File: config.mk
export PLATFORM = sky130hd
export DESIGN_NAME = fifo_irq_status
export DESIGN_NICKNAME = d
export VERILOG_FILES = /design/src/rtl/irqst_pkg.sv /design/src/rtl/irqst_flags.sv /design/src/rtl/irqst_sticky.sv /design/src/rtl/irqst_cause.sv /design/src/rtl/fifo_irq_status.sv
export SDC_FILE = /design/constraint.sdc
export NUM_CORES = 1
export LEC_CHECK = 0
export ABC_AREA = 1
export BUFFER_PORTS_ARGS = -buffer_cell sky130_fd_sc_hd__buf_2
export CAP_MARGIN = 0
export CORE_ASPECT_RATIO = 0.8
export CORE_MARGIN = 8
export CORE_UTILIZATION = 35
export DETAILED_ROUTE_END_ITERATION = 16
export GPL_ROUTABILITY_DRIVEN = 1
export SKIP_LAST_GASP = 1
export SYNTH_ARGS = -nofsm -noshare
export SYNTH_HDL_FRONTEND = slang
export SYNTH_SLANG_ARGS = --single-unit
File: constraint.sdc
create_clock -name clk -period 1.41 [get_ports clk]
set_input_delay 0.141 -clock clk [delete_from_list [all_inputs] [get_ports clk]]
set_output_delay 0.141 -clock clk [all_outputs]
set_load 0.03 [all_outputs]
File: src/rtl/irqst_pkg.sv
package irqst_pkg;
  localparam int STAT_W = 13;
  localparam int ERR_W  = 4;

  localparam int B_DONE = 0;
  localparam int B_XRDY = 1;
  localparam int B_RRDY = 2;
  localparam int B_WRDY = 3;
  localparam int B_REMP = 4;
  localparam int B_RFUL = 5;
  localparam int B_WEMP = 6;
  localparam int B_WFUL = 7;
  localparam int B_ERR0 = 8;   // rd underflow, rd overflow, wr underflow, wr overflow
  localparam int B_ADDR = 12;

  typedef logic [STAT_W-1:0] stat_t;
endpackage

File: src/rtl/irqst_flags.sv
module irqst_flags #(
  parameter int DEPTH = 8,
  parameter int TH_W  = 3,
  parameter int LVL_W = $clog2(DEPTH + 1)
) (
  input  logic [LVL_W-1:0] rd_level,
  input  logic [LVL_W-1:0] wr_level,
  input  logic [TH_W-1:0]  rd_thr,
  input  logic [TH_W-1:0]  wr_thr,
  output logic             rd_rdy,
  output logic             wr_rdy,
  output logic             rd_empty,
  output logic             rd_full,
  output logic             wr_empty,
  output logic             wr_full
);
  localparam int CMP_W = (LVL_W > TH_W) ? LVL_W : TH_W;
  localparam logic [LVL_W-1:0] FULL_LVL = LVL_W'(DEPTH);

  logic [CMP_W-1:0] rl_x, wl_x, rt_x, wt_x;

  always_comb begin
    rl_x     = CMP_W'(rd_level);
    wl_x     = CMP_W'(wr_level);
    rt_x     = CMP_W'(rd_thr);
    wt_x     = CMP_W'(wr_thr);
    rd_rdy   = rl_x > rt_x;
    wr_rdy   = wl_x <= wt_x;
    rd_empty = rd_level == '0;
    wr_empty = wr_level == '0;
    rd_full  = rd_level == FULL_LVL;
    wr_full  = wr_level == FULL_LVL;
  end
endmodule

File: src/rtl/irqst_sticky.sv
module irqst_sticky #(
  parameter int W = 4
) (
  input  logic         clk,
  input  logic         rst,
  input  logic         clr,
  input  logic [W-1:0] set_pulse,
  output logic [W-1:0] err_next,
  output logic [W-1:0] err_q
);
  always_comb begin
    if (clr) err_next = '0;
    else     err_next = err_q | set_pulse;
  end

  always_ff @(posedge clk) begin
    if (rst) err_q <= '0;
    else     err_q <= err_next;
  end

  // without a clear, no recorded error is lost
  p_sticky_hold_r5: assert property (@(posedge clk) disable iff (rst)
    !clr |=> ((err_q & $past(err_q)) == $past(err_q)));

  // a clear empties the record, even against a same-cycle pulse
  p_sticky_clear_r5: assert property (@(posedge clk) disable iff (rst)
    clr |=> (err_q == '0));
endmodule

File: src/rtl/irqst_cause.sv
module irqst_cause #(
  parameter int W = 13
) (
  input  logic         clk,
  input  logic         rst,
  input  logic [W-1:0] stat_next,
  input  logic [W-1:0] stat_q,
  input  logic         clr_we,
  input  logic [W-1:0] clr_wdata,
  output logic [W-1:0] cause_next,
  output logic [W-1:0] cause_q
);
  logic [W-1:0] rise, clr_bits;

  always_comb begin
    rise       = stat_next & ~stat_q;
    clr_bits   = clr_we ? clr_wdata : '0;
    cause_next = (cause_q & ~clr_bits) | rise;
  end

  always_ff @(posedge clk) begin
    if (rst) cause_q <= '0;
    else     cause_q <= cause_next;
  end

  // a newly set cause bit always coincides with a 0-to-1 status change
  p_cause_needs_rise_r6: assert property (@(posedge clk) disable iff (rst)
    (cause_q & ~$past(cause_q) & ~(stat_q & ~$past(stat_q))) == '0);

  // written ones clear, unless that status bit rose in the same cycle
  p_w1c_clears_r7: assert property (@(posedge clk) disable iff (rst)
    clr_we |=> ((cause_q & $past(clr_wdata) & ~(stat_q & ~$past(stat_q))) == '0));
endmodule

File: src/rtl/fifo_irq_status.sv
module fifo_irq_status
  import irqst_pkg::*;
#(
  parameter int DEPTH = 8,
  parameter int TH_W  = 3,
  parameter int LVL_W = $clog2(DEPTH + 1)
) (
  input  logic              clk,
  input  logic              rst,
  input  logic [LVL_W-1:0]  rd_level,
  input  logic [LVL_W-1:0]  wr_level,
  input  logic [TH_W-1:0]   rd_thr,
  input  logic [TH_W-1:0]   wr_thr,
  input  logic              rd_udf_pulse,
  input  logic              rd_ovf_pulse,
  input  logic              wr_udf_pulse,
  input  logic              wr_ovf_pulse,
  input  logic              flush,
  input  logic              soft_rst,
  input  logic              xfer_done,
  input  logic              xfer_rdy,
  input  logic              addr_unset,
  input  logic              mask_we,
  input  logic [STAT_W-1:0] mask_wdata,
  input  logic              cause_clr_we,
  input  logic [STAT_W-1:0] cause_clr_wdata,
  output logic [STAT_W-1:0] status,
  output logic [STAT_W-1:0] cause,
  output logic [STAT_W-1:0] mask,
  output logic              irq
);
  logic rd_rdy, wr_rdy, rd_empty, rd_full, wr_empty, wr_full;
  logic [ERR_W-1:0] err_next, err_q;
  stat_t status_next, status_q, cause_next, cause_q, mask_next, mask_q;
  logic  irq_q;

  irqst_flags #(.DEPTH(DEPTH), .TH_W(TH_W), .LVL_W(LVL_W)) u_flags (
    .rd_level (rd_level), .wr_level (wr_level),
    .rd_thr   (rd_thr),   .wr_thr   (wr_thr),
    .rd_rdy   (rd_rdy),   .wr_rdy   (wr_rdy),
    .rd_empty (rd_empty), .rd_full  (rd_full),
    .wr_empty (wr_empty), .wr_full  (wr_full)
  );

  irqst_sticky #(.W(ERR_W)) u_sticky (
    .clk       (clk),
    .rst       (rst),
    .clr       (flush | soft_rst),
    .set_pulse ({wr_ovf_pulse, wr_udf_pulse, rd_ovf_pulse, rd_udf_pulse}),
    .err_next  (err_next),
    .err_q     (err_q)
  );

  always_comb begin
    status_next                        = '0;
    status_next[B_DONE]                = xfer_done;
    status_next[B_XRDY]                = xfer_rdy;
    status_next[B_RRDY]                = rd_rdy;
    status_next[B_WRDY]                = wr_rdy;
    status_next[B_REMP]                = rd_empty;
    status_next[B_RFUL]                = rd_full;
    status_next[B_WEMP]                = wr_empty;
    status_next[B_WFUL]                = wr_full;
    status_next[B_ERR0 +: ERR_W]       = err_next;
    status_next[B_ADDR]                = addr_unset;
  end

  irqst_cause #(.W(STAT_W)) u_cause (
    .clk        (clk),
    .rst        (rst),
    .stat_next  (status_next),
    .stat_q     (status_q),
    .clr_we     (cause_clr_we),
    .clr_wdata  (cause_clr_wdata),
    .cause_next (cause_next),
    .cause_q    (cause_q)
  );

  always_comb mask_next = mask_we ? mask_wdata : mask_q;

  always_ff @(posedge clk) begin
    if (rst) begin
      status_q <= '0;
      mask_q   <= '0;
      irq_q    <= 1'b0;
    end else begin
      status_q <= status_next;
      mask_q   <= mask_next;
      irq_q    <= |(cause_next & mask_next);
    end
  end

  assign status = status_q;
  assign cause  = cause_q;
  assign mask   = mask_q;
  assign irq    = irq_q;

  // the interrupt register tracks the cause and mask registers
  p_irq_follows_r8: assert property (@(posedge clk) disable iff (rst)
    irq_q == |(cause_q & mask_q));

  // empty and full are exclusive for both FIFOs
  p_empty_full_excl_r4: assert property (@(posedge clk) disable iff (rst)
    !(status_q[B_REMP] && status_q[B_RFUL]) && !(status_q[B_WEMP] && status_q[B_WFUL]));

  // a sticky bit changes only one edge after a pulse or clear input
  p_err_latency_r9: assert property (@(posedge clk) disable iff (rst)
    (status_q[B_ERR0 +: ERR_W] != $past(status_q[B_ERR0 +: ERR_W])) |->
      ($past(flush | soft_rst) || ($past({wr_ovf_pulse, wr_udf_pulse, rd_ovf_pulse, rd_udf_pulse}) != '0)));
endmodule

Word-level counts from Yosys, hierarchy flattened. Index checks and enable logic that the tools add are counted.

$lt $le $gt $ge: 2. Eq/ne operators: 2. Muxes and demuxes: 3. Bitwise gates (word level): 8. Reduce and logical (&&, ||, !) cells: 3.

Operator list (count): bitwise AND 13 bit (3); two-way mux 13 bit (2); NOT 13 bit (2); OR 13 bit (1); OR reduction 13 bit (1); == test 4 bit (second input constant) (2); logical NOT 4 bit (2); greater-than comparator 4 x 3 -> 1 bit (1); <= comparator 4 x 3 -> 1 bit (1); two-way mux 4 bit (1); OR 4 bit (1); OR 1 bit (1).

Register bits: 44. Bits of input ports: 53. Word-level logic and storage cells: 23.

Depth between registers and ports, before layout.
Depth after elaboration: 6. Gate-level depth with buffers: 13. Gate-level depth less buffers: 13.

Cells and area by module. From an unflattened synthesis, not the netlist that was laid out.

Cell total of the unflattened synthesis: 302. Area, all modules: 2024.4 um^2.

By module, submodules not included: fifo_irq_status (instances 1, cells each 158, area each 1083.5 um^2); irqst_cause (instances 1, cells each 93, area each 593.1 um^2); irqst_flags (instances 1, cells each 34, area each 206.4 um^2); irqst_sticky (instances 1, cells each 17, area each 141.4 um^2).

Least setup slack after synthesis. OpenSTA, ideal clock, no wires.

Path kind: register to register. From: reg status_q[1], in the netlist status[1]. To: reg irq_q, in the netlist irq. Setup time: 128 ps. Data arrival time: 1056 ps. Path slack: 227 ps. Stages on the path, launching flop included: 10. Period minus slack after synthesis: 1183 ps. Path through: dfxtp_1 inv_1 nand2_1 nand2_1 nand2_1 nand3_1 nor2_1 nand3_1 nor2_1 nor2_1.

Word-level cells in the longest chain between the ends: 5.

Ends and longest elaborated chain: start: declaration (RTL line fifo_irq_status.sv:34) `stat_t status_next, status_q, cause_next, cause_q, mask_next, mask_q;`; start signal: assignment (RTL line fifo_irq_status.sv:87) `status_q <= status_next;`; NOT 13 bit (RTL line irqst_cause.sv:16) `rise = stat_next & ~stat_q;`; bitwise AND 13 bit (RTL line irqst_cause.sv:16); OR 13 bit (RTL line irqst_cause.sv:18) `cause_next = (cause_q & ~clr_bits) | rise;`; bitwise AND 13 bit (RTL line fifo_irq_status.sv:89) `irq_q <= |(cause_next & mask_next);`; OR reduction 13 bit (RTL line fifo_irq_status.sv:89); end signal: assignment (RTL line fifo_irq_status.sv:89); end: declaration (RTL line fifo_irq_status.sv:35) `logic irq_q;`.

No other way between the ends. A chain may end at the register's enable or synchronous reset.

Worst setup path in the final report.
From: reg status_q[8], in the netlist status[8]. To: reg irq_q, in the netlist irq.

The elaborated chain is that of the path after synthesis.

==> flow_summary.ini <==
[setup_path]
crit_path_max_fanout = 3
endpoint = irq
reg2reg_slack_ns = 0.31
crit_family = simple AND/OR/NAND/NOR gates
setup.worst_path.start_class = flop
max_stage_delay_ns = 0.36
worst-path-buf-inv = 1
crit_type = reg2reg
path_depth = 9
slowest_stage = dfxtp_1
r2r-end = irq
worstReg2RegStart = status[8]
cp_data_arrival_time_ns = 1.29
endpoint_kind = flop
startpoint = status[8]
rr_worst_depth = 9
required_ns = 1.59
crit_chain = inv_1 > nand3_1 > nand2_1 > nand2_1 > nand2_1 > nor2_1 > nand3_1 > nor2_1 > nor2_1

[synth]
synth.yosys.seq_area_share = 0.449
yosys.area.top_type = dfxtp_1
synth_ff_type = dfxtp_1
yosysWarnings = 0
synth_area_per_cell_sq_um = 6.81
synth_edf_count = 0
yosysTopAreaCellShare = 0.449
syn_nets = 321
yosys-top-cells-area = dfxtp_1 (45%), nand2_1 (22%), a21oi_1 (7.0%)
syn_inst = 262
synth_cell_types = 18
netlist_area_sq_mm = 0.00178
synth_most_common_cell = nand2_1
ys_async_sr_fraction = 0
ys_ff_latch = 40
synth_common_cells = nand2_1 (103), dfxtp_1 (40), inv_1 (28)

[sta]
max_slew.worst_pin.slew_ns = 0.402
hold_violations = 0
period_share = 0.783
worst_slack_ns = 0.306
rsz0062_at_grt = no
max_freq_ghz = 0.906
fin_tns_setup_ns = 0
setup_violations = 0
maxSlewViolCount = 0
skew_ns = 0.00221
finalCriticalPeriod_ns = 1.10
slew_headroom = 0.732

[finish]
antenna_cells = 0
drive_gt1_frac = 0.302
final_cells = 420
final_net_count = 416
syn2layout_area_growth_pct = 34.9

[drt]
drcViolationCount = 0
dr.pass1.iters = 4
drt_iter0_drc = 36
wirelength_mm = 5.03
route.vias.total = 1800
postRouteAntennaNets = 0
vias_per_cell = 4.29
wl_per_cell_um = 12.0

[min_path]
hold_class = in2reg

[clocking]
cts-resized-gates = 0
cts_buffers = 5
cts_setup_buffers = 0
cts_max_level = 2
clock_path_buffers = 2
cts_tree = yes
clock-sinks = 40
clk_latency_ns = 0.28
ctsHoldBuffers = 0
cts.clk_slew.worst_paths_ns = 0.07
cts_root_buf = clkbuf_8

[die]
dieArea_sq_mm = 0.00765
coreArea_sq_mm = 0.00495
num_io_pins = 93
start_util = 0.360
die_x_um = 95.8
die_h_um = 79.9
row_count = 23

[placed_design]
hpwlAfterDp_mm = 4.05
port_buffers = 92
routabilityCongestion = 0.738
place_inst = 412
dp_slack_ns = 0.0904

[outcome]
outcome = finished clean

[power]
seq_power_share = 0.485
power_frac_clock = 0.307
p_int_mw = 1.78
combPwrFrac = 0.208
swShare = 0.293
leakagePower_nw = 1.37
power_density_mw_per_mm2 = 1050
p_switching_uw = 738
p_total_mw = 2.52
ir_worst_vdd_uv = 474

[grt]
antenna_found_initial = 0
grt_max_degree = 22
first_global_vias = 1810
grt-ovfl-total = 0
grt_usage = 0.134
grt_pass1_wl_mm = 8.09

[flow_run]
max_cap_viol_count = 0
## how the worst min path moves through the flow
stage                     from    endpoint  depth (start not counted)
finish                xfer_rdy   status[1]                          3
global route        addr_unset  status[12]                          3
CTS                  xfer_done   status[0]                          3
detailed placement   xfer_done   status[0]                          3
global placement      xfer_rdy   status[1]                          3
floorplan            xfer_done   status[0]                          2
## power groups by stage
stage	clock network (mW)	registers, mW	logic, mW
floorplan	0	1.37	0.209
global placement	0	1.25	0.527
detailed placement	0	1.25	0.531
CTS	0.806	1.22	0.532
global route	0.861	1.23	0.589
finish	0.773	1.22	0.524
## sequential cells by signal, summed over array words and instances, names as in the netlist
| signal | cells |
|---|---|
| u_cause.cause_q | 13 |
| status | 13 |
| mask | 13 |
| irq | 1 |
## placed cells by master (no fill, tap or decap), types with 4 or more instances in the layout
cell / synthesis / final
inv_1: 28 / 28
nor2_1: 27 / 27
nand2_1: 103 / 103
ha_1: 6 / 6
o21ai_0: 4 / 4
dfxtp_1: 40 / 40
a21oi_1: 25 / 25
nand3_1: 11 / 11
clkbuf_8: 0 / 6
buf_2: 0 / 92
## worst register-to-register path: cells and delay by family (launching register included)
family,cells,cell delay (ns)
flip-flops,1,0.36
buffers and inverters,1,0.05
AND/OR/NAND/NOR,8,0.60
## logic make-up (layout without fill, tap and decap cells)
logic type / after synthesis / in the layout / share of synthesized area
compound gates: 31 / 31 / 0.0912
simple gates: 149 / 149 / 0.334
fa+ha+maj: 6 / 6 / 0.0421
buf+inv: 36 / 132 / 0.0841
flops: 40 / 40 / 0.449
## per-layer routing
| metal | vias to the layer above | track usage | routed length, um |
|---|---|---|---|
| li1 | 999 | - | - |
| met1 | 742 | 0.176 | 2440 |
| met2 | 54 | 0.196 | 2070 |
| met3 | 5 | 0.0564 | 483 |
| met4 | 0 | 0.0368 | 40 |
| met5 | - | 0 | 0 |
## cell type report
class | instances | area (sq um)
timing repair buffer | 95 | 495
tap | 62 | 77.6
multi-input combinational | 186 | 833
fill | 533 | 2540
sequential | 40 | 801
clock buffer | 8 | 90.1
inverter | 29 | 109
## metrics by stage
| stage | area [sq um] | util | hold WS (ns) |
|---|---|---|---|
| after global placement | 2320 | 0.468 | 0.360 |
| final | 2410 | 0.486 | 0.0700 |
| after global routing | 2410 | 0.486 | 0.0499 |
| after detailed placement | 2320 | 0.468 | 0.366 |
| after floorplan | 1780 | - | 0.248 |
| after CTS | 2410 | 0.486 | 0.0553 |
Power figures use the tool's default switching activity.
